<file path="config.mk">
export PLATFORM = sky130hd
export DESIGN_NAME = sdac_cmd_rx
export DESIGN_NICKNAME = d
export VERILOG_FILES = /design/src/rtl/sdac_pkg.sv /design/src/rtl/sdac_sync.sv /design/src/rtl/sdac_frame_fsm.sv /design/src/rtl/sdac_cmd_regs.sv /design/src/rtl/sdac_pd_decode.sv /design/src/rtl/sdac_cmd_rx.sv
export SDC_FILE = /design/constraint.sdc
export NUM_CORES = 1
export LEC_CHECK = 0
export ABC_AREA = 1
export BUFFER_PORTS_ARGS = -buffer_cell sky130_fd_sc_hd__buf_2
export CELL_PAD_IN_SITES_DETAIL_PLACEMENT = 1
export CELL_PAD_IN_SITES_GLOBAL_PLACEMENT = 1
export CORE_MARGIN = 8
export CORE_UTILIZATION = 45
export DETAILED_ROUTE_END_ITERATION = 16
export PLACE_DENSITY = 0.78
export SLEW_MARGIN = 20
export SYNTH_ARGS = -nofsm -noshare
export SYNTH_HDL_FRONTEND = slang
export SYNTH_SLANG_ARGS = --single-unit
</file>
<file path="constraint.sdc">
create_clock -name clk -period 2.2 [get_ports clk]
set_input_delay 0.11 -clock clk [delete_from_list [all_inputs] [get_ports clk]]
set_output_delay 0.11 -clock clk [all_outputs]
set_load 0.01 [all_outputs]
</file>
<file path="src/rtl/sdac_pkg.sv">
package sdac_pkg;
    localparam int FRAME_W  = 16;
    localparam int CODE_W   = 8;
    localparam int MODE_W   = 2;
    localparam int CODE_LSB = 4;
    localparam int MODE_LSB = 12;

    typedef enum logic [1:0] {
        RX_IDLE  = 2'd0,
        RX_SHIFT = 2'd1,
        RX_HOLD  = 2'd2
    } rx_state_t;

    typedef enum logic [1:0] {
        PD_DRIVE    = 2'b00,
        PD_PULL1K   = 2'b01,
        PD_PULL100K = 2'b10,
        PD_FLOAT    = 2'b11
    } pd_mode_t;
endpackage

</file>
<file path="src/rtl/sdac_sync.sv">
module sdac_sync #(
    parameter int   STAGES  = 2,
    parameter logic RST_VAL = 1'b0
) (
    input  logic clk,
    input  logic rst_n,
    input  logic d,
    output logic lvl,
    output logic rise,
    output logic fall
);
    localparam int DEPTH = STAGES + 1;

    logic [DEPTH-1:0] chain;

    always_ff @(posedge clk or negedge rst_n) begin
        if (!rst_n) begin
            chain <= {DEPTH{RST_VAL}};
        end else begin
            chain <= {chain[DEPTH-2:0], d};
        end
    end

    // chain[STAGES-1] is the synchronized level, chain[STAGES] the one before
    assign lvl  = chain[STAGES-1];
    assign rise = chain[STAGES-1] & ~chain[STAGES];
    assign fall = ~chain[STAGES-1] & chain[STAGES];
endmodule

</file>
<file path="src/rtl/sdac_frame_fsm.sv">
module sdac_frame_fsm
    import sdac_pkg::*;
#(
    parameter int WORD_W = FRAME_W
) (
    input  logic              clk,
    input  logic              rst_n,
    input  logic              sel_lvl,
    input  logic              sel_fall,
    input  logic              sck_fall,
    input  logic              sdi_lvl,
    output logic [WORD_W-1:0] frame_q,
    output logic              frame_vld
);
    localparam int                CNT_W = $clog2(WORD_W);
    localparam logic [CNT_W-1:0] LAST  = CNT_W'(WORD_W - 1);

    rx_state_t        state, state_nx;
    logic [CNT_W-1:0] bit_cnt;

    // state register
    always_ff @(posedge clk or negedge rst_n) begin
        if (!rst_n) begin
            state <= RX_IDLE;
        end else begin
            state <= state_nx;
        end
    end

    // transitions: start, abort, complete, re-arm
    always_comb begin
        state_nx = state;
        unique case (state)
            RX_IDLE: begin
                if (sel_fall) state_nx = RX_SHIFT;
            end
            RX_SHIFT: begin
                if (sel_lvl)                          state_nx = RX_IDLE;
                else if (sck_fall && bit_cnt == LAST) state_nx = RX_HOLD;
            end
            RX_HOLD: begin
                if (sel_lvl) state_nx = RX_IDLE;
            end
            default: state_nx = RX_IDLE;
        endcase
    end

    // datapath / outputs
    always_ff @(posedge clk or negedge rst_n) begin
        if (!rst_n) begin
            frame_q   <= '0;
            bit_cnt   <= '0;
            frame_vld <= 1'b0;
        end else begin
            frame_vld <= 1'b0;
            unique case (state)
                RX_IDLE: begin
                    bit_cnt <= '0;
                end
                RX_SHIFT: begin
                    if (!sel_lvl && sck_fall) begin
                        frame_q <= {frame_q[WORD_W-2:0], sdi_lvl};
                        bit_cnt <= bit_cnt + 1'b1;
                        if (bit_cnt == LAST) frame_vld <= 1'b1;
                    end
                end
                RX_HOLD: begin
                    bit_cnt <= '0;
                end
                default: begin
                    bit_cnt <= '0;
                end
            endcase
        end
    end

    // a completed word is flagged only on entry into the hold state
    a_r4_vld_in_hold: assert property (@(posedge clk) disable iff (!rst_n)
        frame_vld |-> (state == RX_HOLD));

    // an early select rise returns to idle without flagging a word
    a_r6_abort_idle: assert property (@(posedge clk) disable iff (!rst_n)
        (state == RX_SHIFT && sel_lvl) |=> (state == RX_IDLE && !frame_vld));

    // once held, further serial clocks produce no new word
    a_r7_hold_quiet: assert property (@(posedge clk) disable iff (!rst_n)
        (state == RX_HOLD && sck_fall && !sel_lvl) |=> (state == RX_HOLD && !frame_vld));

    // idle is left only on a select falling edge
    a_r2_start_edge: assert property (@(posedge clk) disable iff (!rst_n)
        (state == RX_IDLE && !sel_fall) |=> (state == RX_IDLE));
endmodule

</file>
<file path="src/rtl/sdac_cmd_regs.sv">
module sdac_cmd_regs
    import sdac_pkg::*;
#(
    parameter int CW = CODE_W,
    parameter int MW = MODE_W
) (
    input  logic          clk,
    input  logic          rst_n,
    input  logic          commit,
    input  logic [CW-1:0] code_in,
    input  logic [MW-1:0] mode_in,
    output logic [CW-1:0] code_q,
    output logic [MW-1:0] mode_q,
    output logic          upd_q
);
    always_ff @(posedge clk or negedge rst_n) begin
        if (!rst_n) begin
            code_q <= '0;
            mode_q <= '0;
            upd_q  <= 1'b0;
        end else begin
            upd_q <= commit;
            if (commit) begin
                code_q <= code_in;
                mode_q <= mode_in;
            end
        end
    end

    // settings move only after a commit
    a_r4_hold_settings: assert property (@(posedge clk) disable iff (!rst_n)
        !commit |=> ($stable(code_q) && $stable(mode_q)));

    // the strobe never lasts two cycles
    a_r4_single_strobe: assert property (@(posedge clk) disable iff (!rst_n)
        upd_q |=> !upd_q);
endmodule

</file>
<file path="src/rtl/sdac_pd_decode.sv">
module sdac_pd_decode
    import sdac_pkg::*;
(
    input  logic [MODE_W-1:0] mode,
    output logic              drive,
    output logic              pull1k,
    output logic              pull100k,
    output logic              float_o
);
    always_comb begin
        drive    = 1'b0;
        pull1k   = 1'b0;
        pull100k = 1'b0;
        float_o  = 1'b0;
        unique case (pd_mode_t'(mode))
            PD_DRIVE:    drive    = 1'b1;
            PD_PULL1K:   pull1k   = 1'b1;
            PD_PULL100K: pull100k = 1'b1;
            PD_FLOAT:    float_o  = 1'b1;
            default:     drive    = 1'b1;
        endcase
    end
endmodule

</file>
<file path="src/rtl/sdac_cmd_rx.sv">
module sdac_cmd_rx
    import sdac_pkg::*;
#(
    parameter int SYNC_STAGES = 2
) (
    input  logic              clk,
    input  logic              rst_n,
    input  logic              sel_n_in,
    input  logic              sck_in,
    input  logic              sdi_in,
    output logic [CODE_W-1:0] dac_code,
    output logic [MODE_W-1:0] pd_mode,
    output logic              drv_normal,
    output logic              drv_pull1k,
    output logic              drv_pull100k,
    output logic              drv_hiz,
    output logic              upd_pulse
);
    localparam int         NLINES   = 3;
    localparam logic [2:0] LINE_RST = 3'b011; // [0] select, [1] clock idle high, [2] data

    logic [NLINES-1:0] raw, lvl, rise, fall;
    logic [FRAME_W-1:0] frame_q;
    logic               frame_vld;
    logic               unused_sig;

    assign raw = {sdi_in, sck_in, sel_n_in};

    for (genvar g = 0; g < NLINES; g++) begin : g_sync
        sdac_sync #(
            .STAGES (SYNC_STAGES),
            .RST_VAL(LINE_RST[g])
        ) u_sync (
            .clk  (clk),
            .rst_n(rst_n),
            .d    (raw[g]),
            .lvl  (lvl[g]),
            .rise (rise[g]),
            .fall (fall[g])
        );
    end

    assign unused_sig = ^{rise, fall[2], frame_q};

    sdac_frame_fsm #(.WORD_W(FRAME_W)) u_fsm (
        .clk      (clk),
        .rst_n    (rst_n),
        .sel_lvl  (lvl[0]),
        .sel_fall (fall[0]),
        .sck_fall (fall[1]),
        .sdi_lvl  (lvl[2]),
        .frame_q  (frame_q),
        .frame_vld(frame_vld)
    );

    sdac_cmd_regs #(.CW(CODE_W), .MW(MODE_W)) u_regs (
        .clk    (clk),
        .rst_n  (rst_n),
        .commit (frame_vld),
        .code_in(frame_q[CODE_LSB +: CODE_W]),
        .mode_in(frame_q[MODE_LSB +: MODE_W]),
        .code_q (dac_code),
        .mode_q (pd_mode),
        .upd_q  (upd_pulse)
    );

    sdac_pd_decode u_dec (
        .mode    (pd_mode),
        .drive   (drv_normal),
        .pull1k  (drv_pull1k),
        .pull100k(drv_pull100k),
        .float_o (drv_hiz)
    );

    // exactly one output-stage control is active
    a_r5_one_control: assert property (@(posedge clk) disable iff (!rst_n)
        $countones({drv_normal, drv_pull1k, drv_pull100k, drv_hiz}) == 1);
endmodule

</file>
Word-level counts from Yosys, hierarchy flattened
Cells that the tools add are included.
{ "classes": {"addsub": 1, "multipliers": 0, "div_mod_pow": 0, "n_lt_le_gt_ge": 0, "n_eq_ne": 10, "shifts": 0, "mux": 14, "bitwise": 4, "n_reduce_logical": 7} }
{ "op_table": {"columns": ["operator", "count"], "rows": [
  ["2-bit two-way mux", 4],
  ["4-bit two-way mux", 2],
  ["1-bit two-way mux", 7],
  ["2-bit equality test (second input constant)", 3],
  ["2-bit case mux with 3 select lines", 1],
  ["4-bit by 1-bit adder with 4-bit output (second input constant)", 1],
  ["2-bit by 1-bit equality test with 1-bit output (second input constant)", 2],
  ["4-bit equality test (second input constant)", 1],
  ["2-bit zero test", 2],
  ["2-bit inequality test (second input constant)", 2],
  ["3-bit by 2-bit inequality test with 1-bit output (second input constant)", 1],
  ["3-bit AND reduction", 1],
  ["1-bit AND", 2],
  ["1-bit logical AND", 2],
  ["2-bit by 1-bit inequality test with 1-bit output (second input constant)", 1],
  ["1-bit NOT", 2],
  ["2-bit AND reduction", 1],
  ["1-bit zero test", 1]
]} }
{ "totals": {"regBits": 40, "latch_bits": 0, "mem_bits_rw": 0, "rom_bits": 0, "in_bits": 5, "word_cells": 46, "memories": 0} }

Logic depth before layout (Yosys ltp)
Gate-level depths: netlist of the first run.
{ "logic_depth": {"word_depth": 6, "ltp_mapped": 7} }

By module
Synthesis of the first run repeated with hierarchy kept, for this count alone.
{ "hier_totals": {"hier_cells": 176, "area_unflattened_um2": 1700.4} }
{ "modules_own_cells": {"columns": ["module", "instances", "cells_per_inst", "area_each_um2", "seq_area_each_um2"], "rows": [
  ["sdac_frame_fsm", 1, 105, 993.5, 575.6],
  ["sdac_cmd_regs", 1, 43, 402.9, 275.3],
  ["sdac_sync (g_sync[0].u_sync ...)", 2, 7, 93.8, 78.8],
  ["sdac_sync (g_sync[2].u_sync)", 1, 7, 90.1, 75.1],
  ["sdac_pd_decode", 1, 7, 26.3, 0.0]
]} }

Worst setup path after synthesis of the first run
OpenSTA, ideal clock, no wires.
{ "synth_path": {"path_kind": "reg2reg", "startpoint": "reg g_sync[1].u_sync.chain[2]", "endpoint": "reg u_fsm.frame_q[12]", "arrival_time_ns": 1.119, "required_ns": 2.083, "slack_ns": 0.964, "stages_incl_launch_ff": 7, "n_path_buf": 1, "path_cell_list": "dfstp_2 > nand2_2 > nor2_4 > nand2_4 > buf_6 > nand2_2 > o21ai_2"} }
{ "synth_between": {"elab_chain_cells": 3} }
{ "synth_lines": {"columns": ["item", "line", "rtl"], "rows": [
  ["start: declaration", "sdac_sync.sv:14", "logic [DEPTH-1:0] chain;"],
  ["start signal: assignment", "sdac_sync.sv:18", "chain <= {DEPTH{RST_VAL}};"],
  ["start signal: assignment", "sdac_sync.sv:20", "chain <= {chain[DEPTH-2:0], d};"],
  ["1-bit AND", "sdac_sync.sv:27", "assign fall = ~chain[STAGES-1] & chain[STAGES];"],
  ["1-bit logical AND", "sdac_frame_fsm.sv:61", "if (!sel_lvl && sck_fall) begin"],
  ["2-bit AND reduction (no source line)", null, null],
  ["end signal: assignment", "sdac_frame_fsm.sv:62", "frame_q <= {frame_q[WORD_W-2:0], sdi_lvl};"],
  ["end: declaration", "sdac_frame_fsm.sv:12", "output logic [WORD_W-1:0] frame_q,"]
]} }
No other way between the ends.
A chain may end at the register's enable or synchronous reset.

Worst setup path after layout of the first run
{ "layout_path": {"startpoint": "reg u_fsm.state[1]", "endpoint": "reg u_fsm.frame_q[1]"} }
{ "layout_between": {"elab_chain_cells": 2} }
{ "layout_lines": {"columns": ["item", "line", "rtl"], "rows": [
  ["start: declaration", "sdac_frame_fsm.sv:18", "rx_state_t state, state_nx;"],
  ["start signal: assignment", "sdac_frame_fsm.sv:26", "state <= state_nx;"],
  ["2-bit by 1-bit equality test with 1-bit output", "sdac_frame_fsm.sv:56", "unique case (state)"],
  ["2-bit AND reduction (no source line)", null, null]
]} }
No other way between the ends.

==> results of run 1 <==
metal layers:
layer / global-route usage [%] / vias up / routed length [um]
li1: - / 520 / -
met4: 5.870 / 0 / 63
met3: 4.527 / 6 / 185
met1: 13.91 / 510 / 1198
met2: 20.15 / 20 / 1393
met5: 0 / - / 0
sequential cells by signal (all words and copies together) (netlist names):
name                 flops
u_fsm.frame_q           14
g_sync.u_sync.chain      8
u_fsm.bit_cnt            4
u_regs.mode_q            2
u_regs.upd_q             1
u_fsm.frame_vld          1
u_regs.code_q            8
u_fsm.state              2
cell usage after synthesis (all sizes together):
library cell,n,area (um^2)
ha,1,12.51
dfstp,6,157.7
nand2,35,148.9
o21ai,14,107.6
inv,17,63.81
clkbuf,2,7.510
a21oi,9,45.04
nor2,18,77.58
buf,3,30.03
dfrtp,34,850.8
nand3,11,55.05
xnor2,1,8.760
how the worst max path moves through the flow:
stage / to / cells after the start / slack, ns
finish: u_fsm.frame_q[1] / 4 / 0.74
global route: u_fsm.frame_q[9] / 4 / 0.59
CTS: u_fsm.frame_q[1] / 4 / 0.70
detailed placement: u_fsm.bit_cnt[2] / 3 / 0.74
global placement: u_fsm.frame_q[5] / 5 / 0.85
floorplan: u_fsm.frame_q[12] / 6 / 0.96
critical path: cells and delay by family, from the launching register on:
family | cells | cell delay (ns)
AND/OR/NAND/NOR | 4 | 0.93
flip-flops | 1 | 0.42
power breakdown:
part | switching, mW | total (mW) | internal (mW)
Clock | 0.237 | 0.509 | 0.272
Combinational | 0.0481 | 0.0690 | 0.0209
Sequential | 0.0165 | 0.784 | 0.767
area by class of cell:
class	instances	area (um^2)	share of cell area, %
tap	46	57.56	3.179
clock buffer	6	51.30	2.833
clock inverter	2	38.79	2.142
timing repair buffer	23	135.1	7.464
sequential	40	1008	55.70
multi-input combinational	89	455.4	25.16
inverter	17	63.81	3.525
cell families after synthesis:
kind of cell | after synthesis | synth area share, %
AO/OA/AOI/OAI | 23 | 9.752
XOR/XNOR | 1 | 0.5597
adder cells (fa/ha/maj) | 1 | 0.7992
buffers and inverters | 22 | 6.475
flip-flops | 40 | 64.43
AND/OR/NAND/NOR | 64 | 17.99
==> flow_summary.toml, run 1 <==
[worst_setup_path]
r2r_setup_slack_ns = 0.74
crit_chain = "nor2_2, nand2_4, nand2_1, nand2_1"
r2r_cells = 4
path_max_fanout = 26
crit_start = "u_fsm.state[1]"
crit_slowest_cell = "dfrtp_1"
r2r_start = "u_fsm.state[1]"
slowest_delay_ns = 0.42
endpoint_kind = "flip-flop"
startpoint_type = "flip-flop"
reg2reg_to = "u_fsm.frame_q[1]"
crit_top_cell = "nand2_1"
cp_data_required_time_ns = 2.44
cp_data_arrival_time_ns = 1.69
path_class = "flip-flop to flip-flop"

[run_status]
status = "completed"

[synthesis]
syn_avg_cell_area_um2 = 10.37
synth_seq_cells = 40
syn_nets = 157
synth_cell_types = 19
syn_inst = 151
netlist_area_um2 = 1565
ys_seq_area_share_pct = 64.43
ys_warn_count = 0

[finish]
layout.cells.non_filler = 223
nets = 182
drive_gt1_share_pct = 28.81
fillers = 392
area_growth_pct = 15.67
diodes = 0
design_area_um2 = 1810
final_common_cell = "dfrtp_1"
postLayoutCoreUtil_pct = 54.26
mostFrequentLayoutCells = "dfrtp_1, nand2_1, buf_2, inv_1, nor2_1"

[drt]
finalWirelength_mm = 2.840
drtAntennaViolNets = 0
routedWlPerCell_um = 12.74
first_pass_iters = 4
drc = 0
dr.first_iter.drc_count = 28
vias_per_cell = 4.735
vias = 1056

[place]
dp_hpwl_mm = 2.012
dp_cells = 211
dpl_worst_slack_ns = 0.7426
placed_area_um2 = 1680
portBuffers = 19
place.gp.congestion = 0.6781

[timing]
hold_viol = 0
rsz0062_at_grt = "false"
finalSetupTns_ns = 0
finalClockSkew_ns = 0.01016
fin_crit_sh_pct = 66.29
setup_slack_ns = 0.7416
slew_headroom_pct = 44.10
period_minus_slack_ns = 1.458
slew_viol_final = 0
holdWs_ns = 0.3625
finalSetupViolCount = 0
worst_pin_slew_ns = 0.8385
fmax_ghz = 0.6857

[power]
p_leak_nw = 0.9206
pwr_density_cell_nw_per_um2 = 752.3
peakVddDrop_mv = 0.5252
total_power_mw = 1.362

[clock_network]
cts_buffers = 5
tritoncts_num_sinks = 40
post-cts-setup-buffers = 0
cts_hold_buf = 4
h-tree-depth = 2
clkLatencyLatePin_ns = 0.35
cts_root_buf = "clkbuf_4"
cts_tree = "built"
clk_pin_slew_worst_paths_ns = 0.11
cts_resized = 0
cts.path.max_buffers = 2

[die]
num_rows = 21
fp.dieW_um = 74.98
die_y_um = 74.98
ios = 20
start_util_pct = 46.91
core_um2 = 3337
die-area_um2 = 5621

[run]
cap_violations = 0

[worst_hold_path]
hp-start = "g_sync[0].u_sync.chain[0]"
hold_depth = 0
holdPathEnd = "g_sync[0].u_sync.chain[1]"
hold_class = "flip-flop to flip-flop"

[global_route]
grt_pass1_wl_mm = 5.209
grt_max_degree = 41
grt.total_usage_pct = 12.34
grt_pass1_vias = 1169
antenna_found_initial = 0
grt-ovfl-total = 0
(Power assumes the default switching activity.)
==> run 2: changes to the inputs <==
--- a/config.mk
+++ b/config.mk
@@ -10,9 +10,9 @@
 export CELL_PAD_IN_SITES_DETAIL_PLACEMENT = 1
 export CELL_PAD_IN_SITES_GLOBAL_PLACEMENT = 1
 export CORE_MARGIN = 8
-export CORE_UTILIZATION = 45
+export CORE_UTILIZATION = 39
 export DETAILED_ROUTE_END_ITERATION = 16
-export PLACE_DENSITY = 0.78
+export PLACE_DENSITY = 0.72
 export SLEW_MARGIN = 20
 export SYNTH_ARGS = -nofsm -noshare
 export SYNTH_HDL_FRONTEND = slang
==> constraint.sdc (replaced) <==
create_clock -name clk -period 1.3 [get_ports clk]
set_input_delay 0.065 -clock clk [delete_from_list [all_inputs] [get_ports clk]]
set_output_delay 0.065 -clock clk [all_outputs]
set_load 0.01 [all_outputs]
==> run 2 against run 1 <==
Register-to-register slack lost 0.68 ns. Critical path depth grew 2. Utilization shrank 5.5 points. Fmax grew 18%. Sequential share of layout area shrank 3.3 points. Routed wire length grew 16%. Worst setup slack lost 0.68 ns. Combinational power grew 120%. Via count grew 4.0%. Clock-buffer cell count grew 1. Clock skew grew 0.0030 ns. First-iteration DRC count grew 21%. Largest cell class unchanged.
==> flow_summary.toml, run 2 (synthesis results as in run 1) <==
[drt]
dr.first_iter.drc_count = 34
vias = 1098
drtAntennaViolNets = 0
routedWlPerCell_um = 14.23
first_pass_iters = 4
vias_per_cell = 4.753
drc = 0
finalWirelength_mm = 3.288

[clock_network]
post-cts-setup-buffers = 0
h-tree-depth = 2
cts.path.max_buffers = 2
clkLatencyLatePin_ns = 0.30
clk_pin_slew_worst_paths_ns = 0.08
cts_buffers = 5
cts_tree = "built"
tritoncts_num_sinks = 40
cts_root_buf = "clkbuf_8"

[timing]
finalClockSkew_ns = 0.01314
hold_viol = 0
finalSetupViolCount = 0
finalSetupTns_ns = 0
period_minus_slack_ns = 1.238
fin_crit_sh_pct = 95.25
rsz0062_at_grt = "false"
worst_pin_slew_ns = 0.4495
slew_viol_final = 0
fmax_ghz = 0.8076
slew_headroom_pct = 70.03

[finish]
nets = 186
reg_top3 = "u_fsm.frame_q: 14 flops, g_sync.u_sync.chain: 8 flops, u_regs.code_q: 8 flops"
drive_gt1_share_pct = 30.94
top_register = "u_fsm.frame_q"
diodes = 0
mostFrequentLayoutCells = "dfrtp_1, nand2_1, buf_2, inv_1, nor2_1"
final_common_cell = "dfrtp_1"
largest_reg_flops = 14
design_area_um2 = 1923
area_growth_pct = 22.86
postLayoutCoreUtil_pct = 48.78

[die]
num_rows = 23
die-area_um2 = 6296
fp.dieW_um = 79.35
die_y_um = 79.35
core_um2 = 3943
ios = 20
start_util_pct = 39.70

[worst_setup_path]
path_max_fanout = 9
r2r_setup_slack_ns = 0.06
r2r_cells = 6
endpoint_kind = "flip-flop"
reg2reg_to = "u_fsm.bit_cnt[3]"
cp_data_arrival_time_ns = 1.42
startpoint_type = "flip-flop"
path_class = "flip-flop to flip-flop"
cp_data_required_time_ns = 1.49
r2r_start = "g_sync[1].u_sync.chain[2]"

[global_route]
grt_pass1_vias = 1211
grt.total_usage_pct = 11.73
grt-ovfl-total = 0
grt_max_degree = 27
grt_pass1_wl_mm = 5.616
antenna_found_initial = 0

[power]
power_frac_clock_pct = 43.0
combinationalPowerShare_pct = 5.8
internal_power_mw = 2.034
netSwitchingPower_uw = 556.8
swShare_pct = 21.50
p_leak_nw = 0.9585
peakVddDrop_mv = 0.8635
pwr-share-seq_pct = 51.1
pwr_density_cell_nw_per_um2 = 1347
total_power_mw = 2.590

[place]
dp_hpwl_mm = 2.193
placed_area_um2 = 1740
portBuffers = 19
place.gp.congestion = 0.7512

[run_status]
status = "completed"

[worst_hold_path]
hold_class = "primary input to asynchronous set/reset pin"

[run]
cap_violations = 0
==> run 2: changes by cell type in the layout (fill, tap and decap cells not counted), moves of 2 or more <==
cell / delta
buf_4: +2
buf_12: +2
clkbuf_4: -5
clkbuf_8: +6
==> run 2: worst max-delay path by stage <==
stage          depth (start not counted)           endpoint  slack, ns                      start
2_1_floorplan                          6  u_fsm.frame_q[12]       0.06  g_sync[1].u_sync.chain[2]
3_3_place_gp                           5   u_fsm.frame_q[9]       0.09  g_sync[1].u_sync.chain[2]
3_5_place_dp                           5   u_fsm.frame_q[8]       0.03  g_sync[1].u_sync.chain[2]
4_1_cts                                5   u_fsm.frame_q[8]       0.02  g_sync[1].u_sync.chain[2]
5_1_grt                                6   u_fsm.bit_cnt[3]      0.008  g_sync[1].u_sync.chain[2]
6_report                               6   u_fsm.bit_cnt[3]       0.06  g_sync[1].u_sync.chain[2]
==> run 2: final cells by class <==
class	instances	area, um^2
multi-input cells	89	471.7
fillers	448	2019
repair buffers	27	190.2
clock inverters	1	30.03
flip-flops and latches	40	1008
clock buffers	7	96.34
well taps	50	62.56
inverters	17	63.81
==> run 2: repair_timing <==
item / in CTS / in global routing
resized for setup: 0 / 3
setup endpoints to repair: 0 / 9
hold buffers: 4 / 0
hold endpoints to repair: 14 / 0
==> run 2: through the flow <==
| step | worst slack (ns) | instances | hold WS (ns) |
|---|---|---|---|
| finish | 0.06181 | 231 | 0.2402 |
| global route | 0.008148 | 231 | 0.2687 |
| CTS | 0.01692 | 231 | 0.2443 |
| detailed placement | 0.03079 | 219 | 0.03148 |
| global placement | 0.08657 | 219 | 0.02090 |
| floorplan | 0.06412 | 151 | -0.2306 |
==> run 2: critical path, cell delays in order, from the launching register on <==
cell	delay, ns
dfstp_2	0.55
nand2_2	0.07
nor2_4	0.15
buf_4	0.20
nand3_1	0.08
nand2_1	0.06
nor2_1	0.04
==> run 2: layer usage <==
metal  GRT usage [%]  wire length (um)
met2           19.80              1646
met5               0                 0
met3           4.853               161
met1           12.22              1409
met4           6.111                70
==> run 2: power by group through the flow <==
stage | clock network (mW) | logic (mW) | registers (mW)
3_5_place_dp | 0 | 0.139 | 1.35
2_1_floorplan | 0 | 0.0731 | 1.34
5_1_grt | 1.20 | 0.171 | 1.33
6_report | 1.11 | 0.151 | 1.32
4_1_cts | 1.15 | 0.149 | 1.33
3_3_place_gp | 0 | 0.132 | 1.34
